### src/rtl/extirq_pkg.sv
// Package: shared sizes and register layout for the interrupt pin conditioner.
// Assumes exactly two pins; the bit positions below are what software decodes.
package extirq_pkg;
    localparam int NUM_PINS  = 2;
    localparam int PRIO_W    = 2;
    localparam int DATA_W    = 16;
    localparam int ADDR_W    = 2;
    localparam int SYNC_LEN  = 2;

    localparam logic [ADDR_W-1:0] ADR_CTRL = 2'd0;
    localparam logic [ADDR_W-1:0] ADR_PRIO = 2'd1;

    localparam int SENSE_LSB  = 0;
    localparam int MIRROR_LSB = SENSE_LSB + NUM_PINS;
    localparam int CLR_LSB    = MIRROR_LSB + NUM_PINS;
    localparam int PEND_LSB   = CLR_LSB + NUM_PINS;
    localparam int CTRL_USED  = PEND_LSB + NUM_PINS;
    localparam int PRIO_USED  = NUM_PINS * PRIO_W;
endpackage

### src/rtl/pin_sync.sv
// Module: pin_sync
// Brings one asynchronous active-low pin into the clock domain through a
// chain of STAGES flops, plus one extra flop used for falling-edge detection.
// Assumes the pin idles high, so every flop resets to 1 and no edge is seen at
// reset release.
module pin_sync #(
    parameter int STAGES = 2
) (
    input  logic clk,
    input  logic rst_n,
    input  logic pin_n,
    output logic level,
    output logic fall
);
    logic [STAGES:0] chain_q;

    // Shift the pin through the synchronizer and the history flop.
    always_ff @(posedge clk) begin
        if (!rst_n) chain_q <= '1;
        else        chain_q <= {chain_q[STAGES-1:0], pin_n};
    end

    // Synchronized level and a one-cycle falling-edge pulse.
    always_comb begin
        level = chain_q[STAGES-1];
        fall  = chain_q[STAGES] & ~chain_q[STAGES-1];
    end
endmodule

### src/rtl/irq_channel.sv
// Module: irq_channel
// Request state for one pin. In edge mode a falling edge sets a sticky pending
// flag. In level mode the request follows the low synchronized level and the
// flag is only held. A detected edge has priority over a clear in the same cycle.
// Assumes edge_mode already includes the low-power override.
module irq_channel (
    input  logic clk,
    input  logic rst_n,
    input  logic edge_mode,
    input  logic level,
    input  logic fall,
    input  logic clr,
    output logic pend_q,
    output logic active
);
    // Sticky pending flag: set by an edge in edge mode, cleared by software.
    always_ff @(posedge clk) begin
        if (!rst_n)                 pend_q <= 1'b0;
        else if (edge_mode && fall) pend_q <= 1'b1;
        else if (clr)               pend_q <= 1'b0;
    end

    // Request is the latched flag or, in level mode, a low pin.
    always_comb begin
        active = pend_q | (~edge_mode & ~level);
    end
endmodule

### src/rtl/irq_regs.sv
// Module: irq_regs
// Register file: sense-select bits, priority codes, clear strobes, and the
// read mux. Assumes a single-cycle write and a combinational read. Unused
// addresses and reserved bits read 0.
module irq_regs
    import extirq_pkg::*;
(
    input  logic                       clk,
    input  logic                       rst_n,
    input  logic                       wr_en,
    input  logic [ADDR_W-1:0]          addr,
    input  logic [DATA_W-1:0]          wdata,
    input  logic [NUM_PINS-1:0]        lvl,
    input  logic [NUM_PINS-1:0]        active,
    output logic [NUM_PINS-1:0]        sense_q,
    output logic [NUM_PINS*PRIO_W-1:0] prio_q,
    output logic [NUM_PINS-1:0]        clr,
    output logic [DATA_W-1:0]          rdata
);
    logic wr_ctrl, wr_prio;
    logic unused_wbits;

    // Decode writes to the two implemented words.
    always_comb begin
        wr_ctrl = wr_en && (addr == ADR_CTRL);
        wr_prio = wr_en && (addr == ADR_PRIO);
        clr     = wr_ctrl ? wdata[CLR_LSB +: NUM_PINS] : '0;
    end

    assign unused_wbits = ^wdata[DATA_W-1:CTRL_USED];

    // Store the sense-select bits.
    always_ff @(posedge clk) begin
        if (!rst_n)       sense_q <= '0;
        else if (wr_ctrl) sense_q <= wdata[SENSE_LSB +: NUM_PINS];
    end

    // Store the priority codes.
    always_ff @(posedge clk) begin
        if (!rst_n)       prio_q <= '0;
        else if (wr_prio) prio_q <= wdata[PRIO_USED-1:0];
    end

    // Read mux; everything not listed returns zero.
    always_comb begin
        rdata = '0;
        if (addr == ADR_CTRL) begin
            rdata[SENSE_LSB  +: NUM_PINS] = sense_q;
            rdata[MIRROR_LSB +: NUM_PINS] = lvl;
            rdata[PEND_LSB   +: NUM_PINS] = active;
        end else if (addr == ADR_PRIO) begin
            rdata[PRIO_USED-1:0] = prio_q;
        end
    end
endmodule

### src/rtl/extirq_cond.sv
// Module: extirq_cond (top)
// Conditions two active-low interrupt pins into prioritized requests. Each pin
// has a synchronizer and a request channel. The low-power input forces level
// sensing. A request leaves the block only when its priority code is not 00.
// Assumes the pins are asynchronous and idle high.
module extirq_cond
    import extirq_pkg::*;
(
    input  logic                       clk,
    input  logic                       rst_n,
    input  logic [NUM_PINS-1:0]        ext_n,
    input  logic                       lp_mode,
    input  logic                       wr_en,
    input  logic [ADDR_W-1:0]          addr,
    input  logic [DATA_W-1:0]          wdata,
    output logic [DATA_W-1:0]          rdata,
    output logic [NUM_PINS-1:0]        irq_o,
    output logic [NUM_PINS*PRIO_W-1:0] prio_o
);
    logic [NUM_PINS-1:0]        lvl, fall, pend_q, active, clr, sense_q, eff_edge;
    logic [NUM_PINS*PRIO_W-1:0] prio_q;

    irq_regs u_regs (
        .clk(clk), .rst_n(rst_n), .wr_en(wr_en), .addr(addr), .wdata(wdata),
        .lvl(lvl), .active(active), .sense_q(sense_q), .prio_q(prio_q),
        .clr(clr), .rdata(rdata)
    );

    for (genvar i = 0; i < NUM_PINS; i++) begin : g_pin
        pin_sync #(.STAGES(SYNC_LEN)) u_sync (
            .clk(clk), .rst_n(rst_n), .pin_n(ext_n[i]),
            .level(lvl[i]), .fall(fall[i])
        );

        // Effective edge mode: the low-power state overrides the sense bit.
        assign eff_edge[i] = sense_q[i] & ~lp_mode;

        irq_channel u_chan (
            .clk(clk), .rst_n(rst_n), .edge_mode(eff_edge[i]),
            .level(lvl[i]), .fall(fall[i]), .clr(clr[i]),
            .pend_q(pend_q[i]), .active(active[i])
        );

        // Gate the request with a non-zero priority code.
        assign irq_o[i] = active[i] & (|prio_q[i*PRIO_W +: PRIO_W]);
    end

    assign prio_o = prio_q;
endmodule

### config.mk
export PLATFORM = sky130hd
export DESIGN_NAME = extirq_cond
export DESIGN_NICKNAME = d
export VERILOG_FILES = /design/src/rtl/extirq_pkg.sv /design/src/rtl/pin_sync.sv /design/src/rtl/irq_channel.sv /design/src/rtl/irq_regs.sv /design/src/rtl/extirq_cond.sv
export SDC_FILE = /design/constraint.sdc
export NUM_CORES = 1
export LEC_CHECK = 0
export BUFFER_PORTS_ARGS = -buffer_cell sky130_fd_sc_hd__buf_2
export CAP_MARGIN = 10
export CORE_MARGIN = 10
export CORE_UTILIZATION = 42
export CTS_BUF_LIST = sky130_fd_sc_hd__clkbuf_2 sky130_fd_sc_hd__clkbuf_4 sky130_fd_sc_hd__clkbuf_8
export DETAILED_ROUTE_END_ITERATION = 10
export PLACE_DENSITY = 0.88
export REMOVE_ABC_BUFFERS = 1
export SYNTH_ARGS = -nofsm -noshare
export SYNTH_HDL_FRONTEND = slang
export SYNTH_SLANG_ARGS = --single-unit
### constraint.sdc
create_clock -name clk -period 1.2 [get_ports clk]
set_input_delay 0.24 -clock clk [delete_from_list [all_inputs] [get_ports clk]]
set_output_delay 0.24 -clock clk [all_outputs]
set_load 0.02 [all_outputs]
==> impl_metrics.ini <==
[run_status]
status = finished with violations
violations = setup timing

[floorplan]
die_h_um = 60.5
die_w_um = 60.5
initial_utilization_pct = 45.2
num_rows = 14
ios = 46
coreArea_mm2 = 0.00152
die_area_mm2 = 0.00366

[worst_setup_path]
r2r-start = u_regs.sense_q[1]
r2r_cells = 3
critical_path_class = reg2out
startpoint = u_regs.sense_q[0]
critPathCapture = irq_o[0]
critPathLaunchType = flip-flop
arrival_ps = 1090
rr_endpoint = g_pin[1].u_chan.pend_q
rrSetupSlack_ps = 320
cp-end-kind = output pin
crit_required_ps = 960
path_max_fanout = 4

[sta]
period_share_pct = 111
setup_tns_ps = -633
skew_ps = 1.70
layout_min_cycle_time_ps = 1330
clock.fmax_mhz = 753
setup_violations = 8
slew_violations = 0
hold_viol_final = 0
fin_ws_ps = -128
rsz0062_at_grt = true

[place]
placed_area_um2 = 767
gp_congestion = 0.788
numPortBuffers = 25
hpwl_um = 1330

[synth]
ys_top_cells_by_area = dfxtp_1, buf_4, mux2i_1
synth-main-ff-cell = dfxtp_1
synth_edf_count = 0
synth_top_cell_by_area = dfxtp_1
synthTopCellsByCount = dfxtp_1, buf_4, nand2_1, nor2_1
synth.most_common_cell = dfxtp_1
synthArstFlopShare_pct = 0
synth_seq_cells = 14
ys_seq_area_share_pct = 40.7
netlist_instances = 80
synth_area_per_cell_um2 = 8.60
ys_warn_count = 0
syn-cell-area_um2 = 688
yosysUniqueCellTypes = 20
synth_top_area_share_pct = 40.7

[cells_and_area]
multi_input_area_um2 = 339
drive_gt1_share_pct = 42.1
antenna_cells = 0
final_area_um2 = 856
fillCellCount = 126
seq_area_um2 = 290
layout.nets = 132
syn_to_final_growth_pct = 24.4

[routing]
routed-via-count = 617
vias_per_cell = 5.02
drt.antenna.violating_nets = 0
wl_per_cell_um = 14.3
wl_um = 1760
drt_pass1_iterations = 4
drtIter0Drc = 11
drc = 0

[clock_tree]
clockBufferDepth = 2
cts_root_buf = clkbuf_4
cts.htree.levels = 1
cts_tree = built
cts_sinks = 14
worst_skew_pair.late_latency_ps = 280
numCtsBuffers = 3
path_clk_slew_ps = 90

[grt]
grt_pass1_wl_um = 2790
antenna_found_initial = 0
grt_pass1_vias = 656
grt_use_total_pct = 9.90
grt_max_degree = 13
grt-ovfl-total = 0

[pwr]
vdd_drop_max_v = 0.000930
p_per_area_mw_per_mm2 = 1160
p_leak_nw = 0.410

[min_path]
worstHoldStart = ext_n[1]
hp-class = in2reg

[run]
maxCapViolCount = 0
area by class of cell:
type	count	area share [%]
clock buffer	4	4.24
multi-input combinational	59	39.6
sequential	14	33.9
timing repair buffer	28	19.0
inverter	2	0.877
tap	16	2.34
how the worst min path moves through the flow:
| stage | slack (ps) | to | depth (start not counted) |
|---|---|---|---|
| floorplan | 310 | g_pin[0].u_sync.chain_q[2] | 1 |
| finish | 130 | g_pin[1].u_sync.chain_q[0] | 2 |
| global route | 130 | g_pin[0].u_sync.chain_q[0] | 2 |
| CTS | 130 | g_pin[0].u_sync.chain_q[0] | 2 |
| global placement | 390 | g_pin[0].u_sync.chain_q[1] | 1 |
| detailed placement | 390 | g_pin[0].u_sync.chain_q[1] | 1 |
critical path, stage by stage (launching register included):
cell and delay (ps):
dfxtp_2 360, nand2b_1 70, a21oi_2 170, nor2_1 60
buf_4 150
metrics by stage:
stage / worst slack [ps] / power (mW) / hold WS (ps) / utilization, % / cells
detailed placement: 35.1 / 0.643 / 392 / 50.3 / 117
CTS: -150 / 0.980 / 134 / 55.4 / 123
floorplan: 62.3 / 0.580 / 309 / - / 75
global placement: 55.2 / 0.638 / 389 / 50.3 / 117
global route: -188 / 1.03 / 127 / 56.2 / 123
finish: -128 / 0.991 / 133 / 56.2 / 123
what timing repair did:
action,4_1_cts,5_1_grt
hold buffers,0,0
buffers inserted,2,0
resized for setup,13,4
setup endpoints to repair,8,8
pin swaps,1,2
where the power goes:
group / switching [mW] / internal [mW] / leakage (nW)
logic: 0.100 / 0.0569 / 0.273
clock network: 0.158 / 0.185 / 0.0210
registers: 0.00988 / 0.481 / 0.116
total: 0.268 / 0.723 / 0.410
sequential cells by signal, indices dropped and copies added, names as in the netlist:
name	cells
g_pin.u_chan.pend_q	2
g_pin.u_sync.chain_q	6
u_regs.prio_q	4
u_regs.sense_q	2
cells in the final DEF, fill, tap and decap left out, drive strengths merged, types with 4 or more instances in the layout:
cell and n:
dfxtp 14, mux2i 4, nand2 8, nor2 8, conb 10, o21ai 6
nand3 6, nand2b 6, buf 28, clkbuf 4
per-layer routing:
layer / vias up / track usage [%] / wire length (um) / share of wire [%]
met2: 34 / 15.1 / 784 / 45
li1: 299 / - / - / -
met3: 2 / 4.80 / 141 / 8.0
met1: 282 / 11.5 / 813 / 46
met4: 0 / 4.39 / 20 / 1.1
met5: - / 0 / 0 / 0
kinds of logic (layout without fill, tap and decap cells):
family	count (synthesis)	count (layout)	synth area share [%]
and+or+nand+nor	35	35	27.5
other	1	10	0.545
AOI/OAI and AO/OA	10	10	8.73
muxes	4	4	5.82
buffers and inverters	16	34	16.7
DFF	14	14	40.7
Note: power is estimated with default switching activity, not from simulation.
